[src/rtl/wpc_pkg.sv]
package wpc_pkg;
  localparam int NPIN = 3;
  localparam int REG_W = 8;
  localparam int EN_LSB = 4;

  typedef logic [NPIN-1:0] pinvec_t;

  localparam logic [1:0] ADDR_POL  = 2'd0;
  localparam logic [1:0] ADDR_CTL  = 2'd1;
  localparam logic [1:0] ADDR_DOUT = 2'd2;
  localparam logic [1:0] ADDR_STAT = 2'd3;
endpackage

[src/rtl/wpc_sync.sv]
module wpc_sync #(
  parameter int W = 3
) (
  input  logic         clk,
  input  logic         rst_n,
  input  logic [W-1:0] async_in,
  output logic [W-1:0] sync_out
);
  logic [W-1:0] meta_q;
  logic [W-1:0] sync_q;

  always_ff @(posedge clk or negedge rst_n) begin
    if (!rst_n) begin
      meta_q <= '0;
      sync_q <= '0;
    end else begin
      meta_q <= async_in;
      sync_q <= meta_q;
    end
  end

  assign sync_out = sync_q;
endmodule

[src/rtl/wpc_debounce.sv]
module wpc_debounce #(
  parameter int TICKS = 31
) (
  input  logic clk,
  input  logic rst_n,
  input  logic tick,
  input  logic hold,
  input  logic lvl,
  output logic db,
  output logic ev
);
  localparam int CW = (TICKS < 2) ? 1 : $clog2(TICKS);
  localparam logic [CW-1:0] LAST = CW'(TICKS - 1);

  logic [CW-1:0] cnt_q, cnt_d;
  logic          db_q, db_d;

  always_comb begin
    cnt_d = cnt_q;
    db_d  = db_q;
    ev    = 1'b0;
    if (hold) begin
      db_d  = lvl;
      cnt_d = '0;
    end else if (lvl == db_q) begin
      cnt_d = '0;
    end else if (tick) begin
      if (cnt_q == LAST) begin
        db_d  = lvl;
        cnt_d = '0;
        ev    = lvl;
      end else begin
        cnt_d = cnt_q + 1'b1;
      end
    end
  end

  always_ff @(posedge clk or negedge rst_n) begin
    if (!rst_n) begin
      cnt_q <= '0;
      db_q  <= 1'b0;
    end else begin
      cnt_q <= cnt_d;
      db_q  <= db_d;
    end
  end

  assign db = db_q;
endmodule

[src/rtl/wpc_regs.sv]
module wpc_regs
  import wpc_pkg::*;
(
  input  logic             clk,
  input  logic             rst_n,
  input  logic [1:0]       addr,
  input  logic             we,
  input  logic [REG_W-1:0] wdata,
  input  pinvec_t          ev,
  output logic [REG_W-1:0] rdata,
  output pinvec_t          pol,
  output pinvec_t          en,
  output pinvec_t          dir,
  output pinvec_t          dout,
  output pinvec_t          status
);
  pinvec_t pol_q, pol_d, en_q, en_d, dir_q, dir_d;
  pinvec_t dout_q, dout_d, stat_q, stat_d;
  pinvec_t clr;

  always_comb begin
    pol_d  = pol_q;
    en_d   = en_q;
    dir_d  = dir_q;
    dout_d = dout_q;
    clr    = '0;
    if (we) begin
      case (addr)
        ADDR_POL:  pol_d  = wdata[NPIN-1:0];
        ADDR_CTL: begin
          en_d  = wdata[EN_LSB +: NPIN];
          dir_d = wdata[NPIN-1:0];
        end
        ADDR_DOUT: dout_d = wdata[NPIN-1:0];
        default:   clr    = wdata[NPIN-1:0];
      endcase
    end
    stat_d = (stat_q & ~clr) | ev;
  end

  always_ff @(posedge clk or negedge rst_n) begin
    if (!rst_n) begin
      pol_q  <= '0;
      en_q   <= '0;
      dir_q  <= '0;
      dout_q <= '0;
      stat_q <= '0;
    end else begin
      pol_q  <= pol_d;
      en_q   <= en_d;
      dir_q  <= dir_d;
      dout_q <= dout_d;
      stat_q <= stat_d;
    end
  end

  always_comb begin
    rdata = '0;
    case (addr)
      ADDR_POL:  rdata[NPIN-1:0] = pol_q;
      ADDR_CTL: begin
        rdata[EN_LSB +: NPIN] = en_q;
        rdata[NPIN-1:0]       = dir_q;
      end
      ADDR_DOUT: rdata[NPIN-1:0] = dout_q;
      default:   rdata[NPIN-1:0] = stat_q;
    endcase
  end

  assign pol    = pol_q;
  assign en     = en_q;
  assign dir    = dir_q;
  assign dout   = dout_q;
  assign status = stat_q;
endmodule

[src/rtl/wake_pin_ctrl.sv]
module wake_pin_ctrl
  import wpc_pkg::*;
#(
  parameter int DB_TICKS = 31
) (
  input  logic       clk,
  input  logic       rst_n,
  input  logic       tick,
  input  logic [1:0] reg_addr,
  input  logic       reg_we,
  input  logic [7:0] reg_wdata,
  output logic [7:0] reg_rdata,
  input  logic [2:0] pin_in,
  output logic [2:0] pin_oe,
  output logic [2:0] pin_out,
  output logic       smi
);
  logic [1:0] rst_q;
  logic       core_rst_n;

  always_ff @(posedge clk or negedge rst_n) begin
    if (!rst_n) rst_q <= '0;
    else        rst_q <= {rst_q[0], 1'b1};
  end
  assign core_rst_n = rst_q[1];

  pinvec_t pin_s, pol, en, dir, dout, status, ev, db;

  wpc_sync #(.W(NPIN)) sync_i (
    .clk      (clk),
    .rst_n    (core_rst_n),
    .async_in (pin_in),
    .sync_out (pin_s)
  );

  for (genvar g = 0; g < NPIN; g++) begin : g_pin
    wpc_debounce #(.TICKS(DB_TICKS)) db_i (
      .clk   (clk),
      .rst_n (core_rst_n),
      .tick  (tick),
      .hold  (dir[g]),
      .lvl   (pin_s[g] ^ pol[g]),
      .db    (db[g]),
      .ev    (ev[g])
    );
  end

  wpc_regs regs_i (
    .clk    (clk),
    .rst_n  (core_rst_n),
    .addr   (reg_addr),
    .we     (reg_we),
    .wdata  (reg_wdata),
    .ev     (ev),
    .rdata  (reg_rdata),
    .pol    (pol),
    .en     (en),
    .dir    (dir),
    .dout   (dout),
    .status (status)
  );

  assign pin_oe  = dir;
  assign pin_out = dout;
  assign smi     = |(status & en & ~dir);
endmodule

[config.mk]
export PLATFORM = sky130hd
export DESIGN_NAME = wake_pin_ctrl
export DESIGN_NICKNAME = d
export VERILOG_FILES = /design/src/rtl/wpc_pkg.sv /design/src/rtl/wpc_sync.sv /design/src/rtl/wpc_debounce.sv /design/src/rtl/wpc_regs.sv /design/src/rtl/wake_pin_ctrl.sv
export SDC_FILE = /design/constraint.sdc
export NUM_CORES = 1
export LEC_CHECK = 0
export ABC_AREA = 1
export BUFFER_PORTS_ARGS = -buffer_cell sky130_fd_sc_hd__buf_2
export CAP_MARGIN = 25
export CORE_ASPECT_RATIO = 1.2
export CORE_MARGIN = 2
export CORE_UTILIZATION = 55
export DETAILED_ROUTE_END_ITERATION = 10
export PLACE_DENSITY_LB_ADDON = 0.08
export SLEW_MARGIN = 10
export SYNTH_ARGS = -nofsm -noshare
export SYNTH_HDL_FRONTEND = slang
export SYNTH_SLANG_ARGS = --single-unit
[constraint.sdc]
create_clock -name clk -period 1.8 [get_ports clk]
set_input_delay 0.18 -clock clk [delete_from_list [all_inputs] [get_ports clk]]
set_output_delay 0.18 -clock clk [all_outputs]
set_load 0.03 [all_outputs]
# Word level (Yosys, flattened, before mapping)
# Cells that the tools add are included.
# totals
output_inout_bits	15
elab_cells	95
mem_bits_rw	0
rom_bits	0
input_bits	17
register_bits	41
n_memories	0
latch_bits	0
# classes
n_shift	0
mul	0
eq_ne	11
n_reduce_logical	18
magnitude_cmp	0
n_div	0
bitwise	9
mux	40
n_addsub	3
# ops
cell	n
5-bit two-way mux	12
1-bit two-way mux	24
5-bit by 1-bit adder with 5-bit output, second input constant	3
5-bit == test, second input constant	3
2-bit nonzero test	6
3-bit AND	3
3-bit two-way mux	3
3-bit one-hot mux with 3 select lines	1
3-bit AND reduction	3
3-bit nonzero test	3
2-bit by 1-bit inequality test with 1-bit output, second input constant	3
3-bit inverter	2
2-bit AND reduction	3
3-bit OR reduction	2
1-bit == test	3
3-bit bitwise OR	1
1-bit bitwise XOR	3
2-bit by 1-bit == test with 1-bit output, second input constant	1
2-bit == test, second input constant	1
2-bit logical NOT	1

# Longest topological paths before layout
# logic_depth
depth_word	7
mapped_depth	9
depth_no_buf	9

# By module
# Synthesis repeated with hierarchy kept, for this count alone.
# unflattened
cells_unflattened	282
hier_area_um2	2242.2
# modules_own_cells
module	area_each_um2	cells_each	seq_area_each_um2	n_inst
wpc_debounce at g_pin[1].db_i ...	412.9	57	150.1	2
wpc_regs	747.0	92	375.4	1
wpc_debounce at g_pin[0].db_i	407.9	57	150.1	1
wpc_sync	150.1	6	150.1	1
wake_pin_ctrl	111.4	13	50.0	1

# Least setup slack after synthesis
# OpenSTA, ideal clock, no wires.
# synth_timing
path_kind	register to output
from	register regs_i.dir_q[2], in the netlist regs_i.dir[2]
to	output reg_rdata[2]
arrival_time_ns	1.078
n_path_buf	0
slack_ns	0.542
required_ns	1.620
path_stages_with_launch	3
path_cell_list	dfrtp_1 > inv_1 > o2111ai_1
# synth_via
elab_chain_len	1
# synth_lines
element	line_no	source
from (decl)	wpc_regs.sv:17	pinvec_t pol_q, pol_d, en_q, en_d, dir_q, dir_d;
from (signal assigned)	wpc_regs.sv:51	dir_q <= dir_d;
3-bit one-hot mux with 3 select lines	wpc_regs.sv:59	case (addr)
to (decl)	wake_pin_ctrl.sv:12	output logic [7:0] reg_rdata,
# No other way between the ends.

# Worst setup path in the final report
# layout_timing
from	register regs_i.dir_q[2], in the netlist regs_i.dir[2]
to	output smi
# layout_via
elab_chain_len	3
# layout_lines
element	line_no	source
3-bit inverter	wake_pin_ctrl.sv:65	assign smi = |(status & en & ~dir);
3-bit AND	wake_pin_ctrl.sv:65	
3-bit OR reduction	wake_pin_ctrl.sv:65	
to (decl)	wake_pin_ctrl.sv:16	output logic smi
# No other way between the ends.

==> results.md <==
* Crit. End Element: output pin
* Clock skew at 0.00751 ns
* Max-Cap Viols at 0
* DRT iter0 DRCs at 94
* Nets at 351
* Final wirelength at 4.87 mm
* Drt pass-1 iters at 4
* HPWL after DPL at 3.38 mm
* Worst-path clk slew at 0.08 ns
* Mapped Area at 0.00226 sq mm
* # IOs at 32
* Min Tclk post-route at 1.57 ns
* Largest net degree at the start of global routing at 40
* Worst VDD drop at 0.670 mV
* Largest stage delay on the critical path at 0.45 ns
* Leak Pwr at 1.42 nW
* Crit-path cells: inv_1, nand3_1, nand3_1, buf_2
* GPL Wtd Cong at 0.817
* Required @ worst endpoint at 1.62 ns
* CTS resizes at 0
* Outcome: finished, final reports clean
* Synth cell types at 24
* DRC at 0
* Die area at 0.00464 sq mm
* Worst path bufs/invs at 2
* Cell mode on critical path: nand3_1
* Vias in the first global route at 1,880
* CP max FO at 6
* Crit-path leading delay family: flip-flops
* Vias per inst at 5.10
* Top post-synthesis cells by area: dfrtp_1 45%, nand2_1 14%, nand3_1 10%
* Synth top area share at 45.4%
* RSZ-0062 raised after global routing: false
* Setup CP Type: register to output pin
* Port bufs at 27
* Max-slew violation count at 0
* Dominant cell type by area after synthesis: dfrtp_1
* H-tree levels at 2
* Clk root buf: clkbuf_8
* Max_slew headroom at 66.6%
* GRT Overall Usage at 23.7%
* Via count at 1,953
* Setup violators final at 0
* Remaining global-route overflow at 0
* Num CTS Buffers at 5
* Sequential cell area fraction in the yosys report at 45.4%
* Die span in x at 62.5 um
* Top_reg_cell synth: dfrtp_1
* Standard-cell rows at 25
* Synthesis-to-finish area growth at 13.5%
* Initial antenna violation count at 0
* Worst-Skew Late Latency at 0.30 ns
* Synth Warn # at 0
* Global-route wire length before repair at 8.65 mm
* Core ar. at 0.00394 sq mm
* F_max at 635 MHz
* Mean post-synth cell area at 7.60 sq um
* Clock Sinks at 41
* Filler cell count at 378
* Critical path startpoint category: register
* CTS tree: built
* Worst-Margin Slew at 0.501 ns
* Worst EP arrival at 1.39 ns
* Initial core utilization at 57.3%
* Overall Power at 0.00250 W
* Seq cells post-synth at 41
* Fin crit share at 87.5%
* Final Hold Viols at 0
* Pwr dens at 976 mW/mm^2
* Post-Route Setup TNS at 0 ns
* Worst min-delay path category: primary input to register
* Wire per inst at 12.7 um
* Die Ht at 74.2 um
* Antenna diode count at 0
* Post-synth EDFFs at 0
* Layout cells sized above 1 at 13.7%
* Post-DRT Antenna Nets at 0
* CP max stage cell: dfrtp_1
* Mapped Cells at 297
* Synth async-reset ratio at 100%
* Clock Path Buffers at 2
-- through the flow --
stage	setup slack, ns	hold WS (ns)	util [%]	cell area [sq um]	cells
6_report	0.226	0.135	65.0	2560	383
5_1_grt	0.167	0.159	65.0	2560	383
4_1_cts	0.215	0.135	65.0	2560	383
3_5_place_dp	0.434	-0.0337	61.0	2410	371
3_3_place_gp	0.447	-0.0365	61.0	2410	371
2_1_floorplan	0.542	-0.116	-	2260	298
-- routing by layer --
metal,vias up,routed length [um],global-route usage (%)
met3,8,154,3.93
met1,903,2180,29.2
met5,-,0,0
met2,34,2440,42.7
li1,1008,-,-
met4,0,90,8.89
-- cell usage in the layout (no fill, tap or decap) --
cell / n
inv_2: 1
buf_2: 27
xor2_1: 2
nand2_2: 5
xnor2_1: 1
inv_1: 40
nor2_1: 23
o2111ai_1: 3
dlygate4sd3_1: 4
nand3b_1: 3
clkbuf_1: 1
nor2_4: 1
nand4_1: 7
bufinv_16: 1
buf_4: 1
o31ai_1: 3
dfrtp_1: 41
nand2_1: 83
o21ai_1: 5
ha_1: 6
a21oi_1: 3
nand3_1: 45
conb_1: 3
o21ai_0: 11
o21ai_2: 2
clkbuf_8: 6
nand3_2: 1
-- power breakdown --
part	switching, W	total (W)	internal (W)
logic	0.000392	0.000575	0.000183
clock network	0.000328	0.000780	0.000452
registers	0.000118	0.00115	0.00103
total	0.000838	0.00250	0.00166
-- cells by family (layout without fill, tap and decap cells) --
family / Yosys count / in the layout / synth area share, %
buffers and inverters: 50 / 81 / 9.75
and+or+nand+nor: 168 / 168 / 32.9
adders and majority gates: 6 / 6 / 3.32
AOI/OAI and AO/OA: 27 / 27 / 7.15
xor gates and xnor gates: 3 / 3 / 1.16
other: 2 / 3 / 0.333
DFF: 41 / 41 / 45.4
-- tightest hold or removal path, cell delays in order --
cell     delay [ns]
buf_2          0.08
nor2_1         0.03
a21oi_1        0.10
-- synth_stat cells, types with 2 or more instances --
cell       number
dfrtp_1        41
buf_4           6
nand3_1        45
nor2_1         23
nand3b_1        3
o21ai_0        11
o21ai_2         2
conb_1          2
nand2_1        83
nand2_2         5
o21ai_1         5
a21oi_1         3
o31ai_1         3
o2111ai_1       3
inv_1          40
nand4_1         7
buf_2           2
ha_1            6
xor2_1          2
-- path summary, 6_finish.rpt --
check,cells past startpoint,endpoint,slack [ns],startpoint
max in group asynchronous,1,g_pin[0].db_i.cnt_q[2],1.15,rst_q[1]
setup reg to reg,9,g_pin[1].db_i.cnt_q[0],0.40,g_pin[1].db_i.cnt_q[0]
setup / recovery,4,smi,0.23,regs_i.dir[2]
hold / removal,3,regs_i.en[2],0.13,reg_wdata[6]
hold reg to reg,1,regs_i.en[1],0.30,rst_q[1]
min in group asynchronous,2,rst_q[1],0.17,rst_n
-- final cells by class --
| class | instances | area, sq um | share of cell area, % |
|---|---|---|---|
| flip-flops and latches | 41 | 1030 | 40.0 |
| well taps | 54 | 67.6 | 2.64 |
| clock inverters | 1 | 30.0 | 1.17 |
| inverters | 41 | 154 | 6.01 |
| clock buffers | 7 | 86.3 | 3.37 |
| multi-input cells | 207 | 1020 | 39.6 |
| repair buffers | 32 | 183 | 7.13 |
-- sequential cells by signal (all words and copies together), names as in the netlist, 3 cells and up --
| signal | flops |
|---|---|
| g_pin.db_i.cnt_q | 15 |
| g_pin.db_i.db | 3 |
| regs_i.dir | 3 |
| regs_i.dout | 3 |
| regs_i.en | 3 |
| regs_i.pol | 3 |
| regs_i.status | 3 |
| sync_i.meta_q | 3 |
| sync_i.sync_out | 3 |
-- what timing repair did --
item | CTS | global route
hold buffers | 4 | 0
hold endpoints to repair | 5 | 0
setup buffers | 0 | 0
Note: power is estimated with default switching activity, not from simulation.
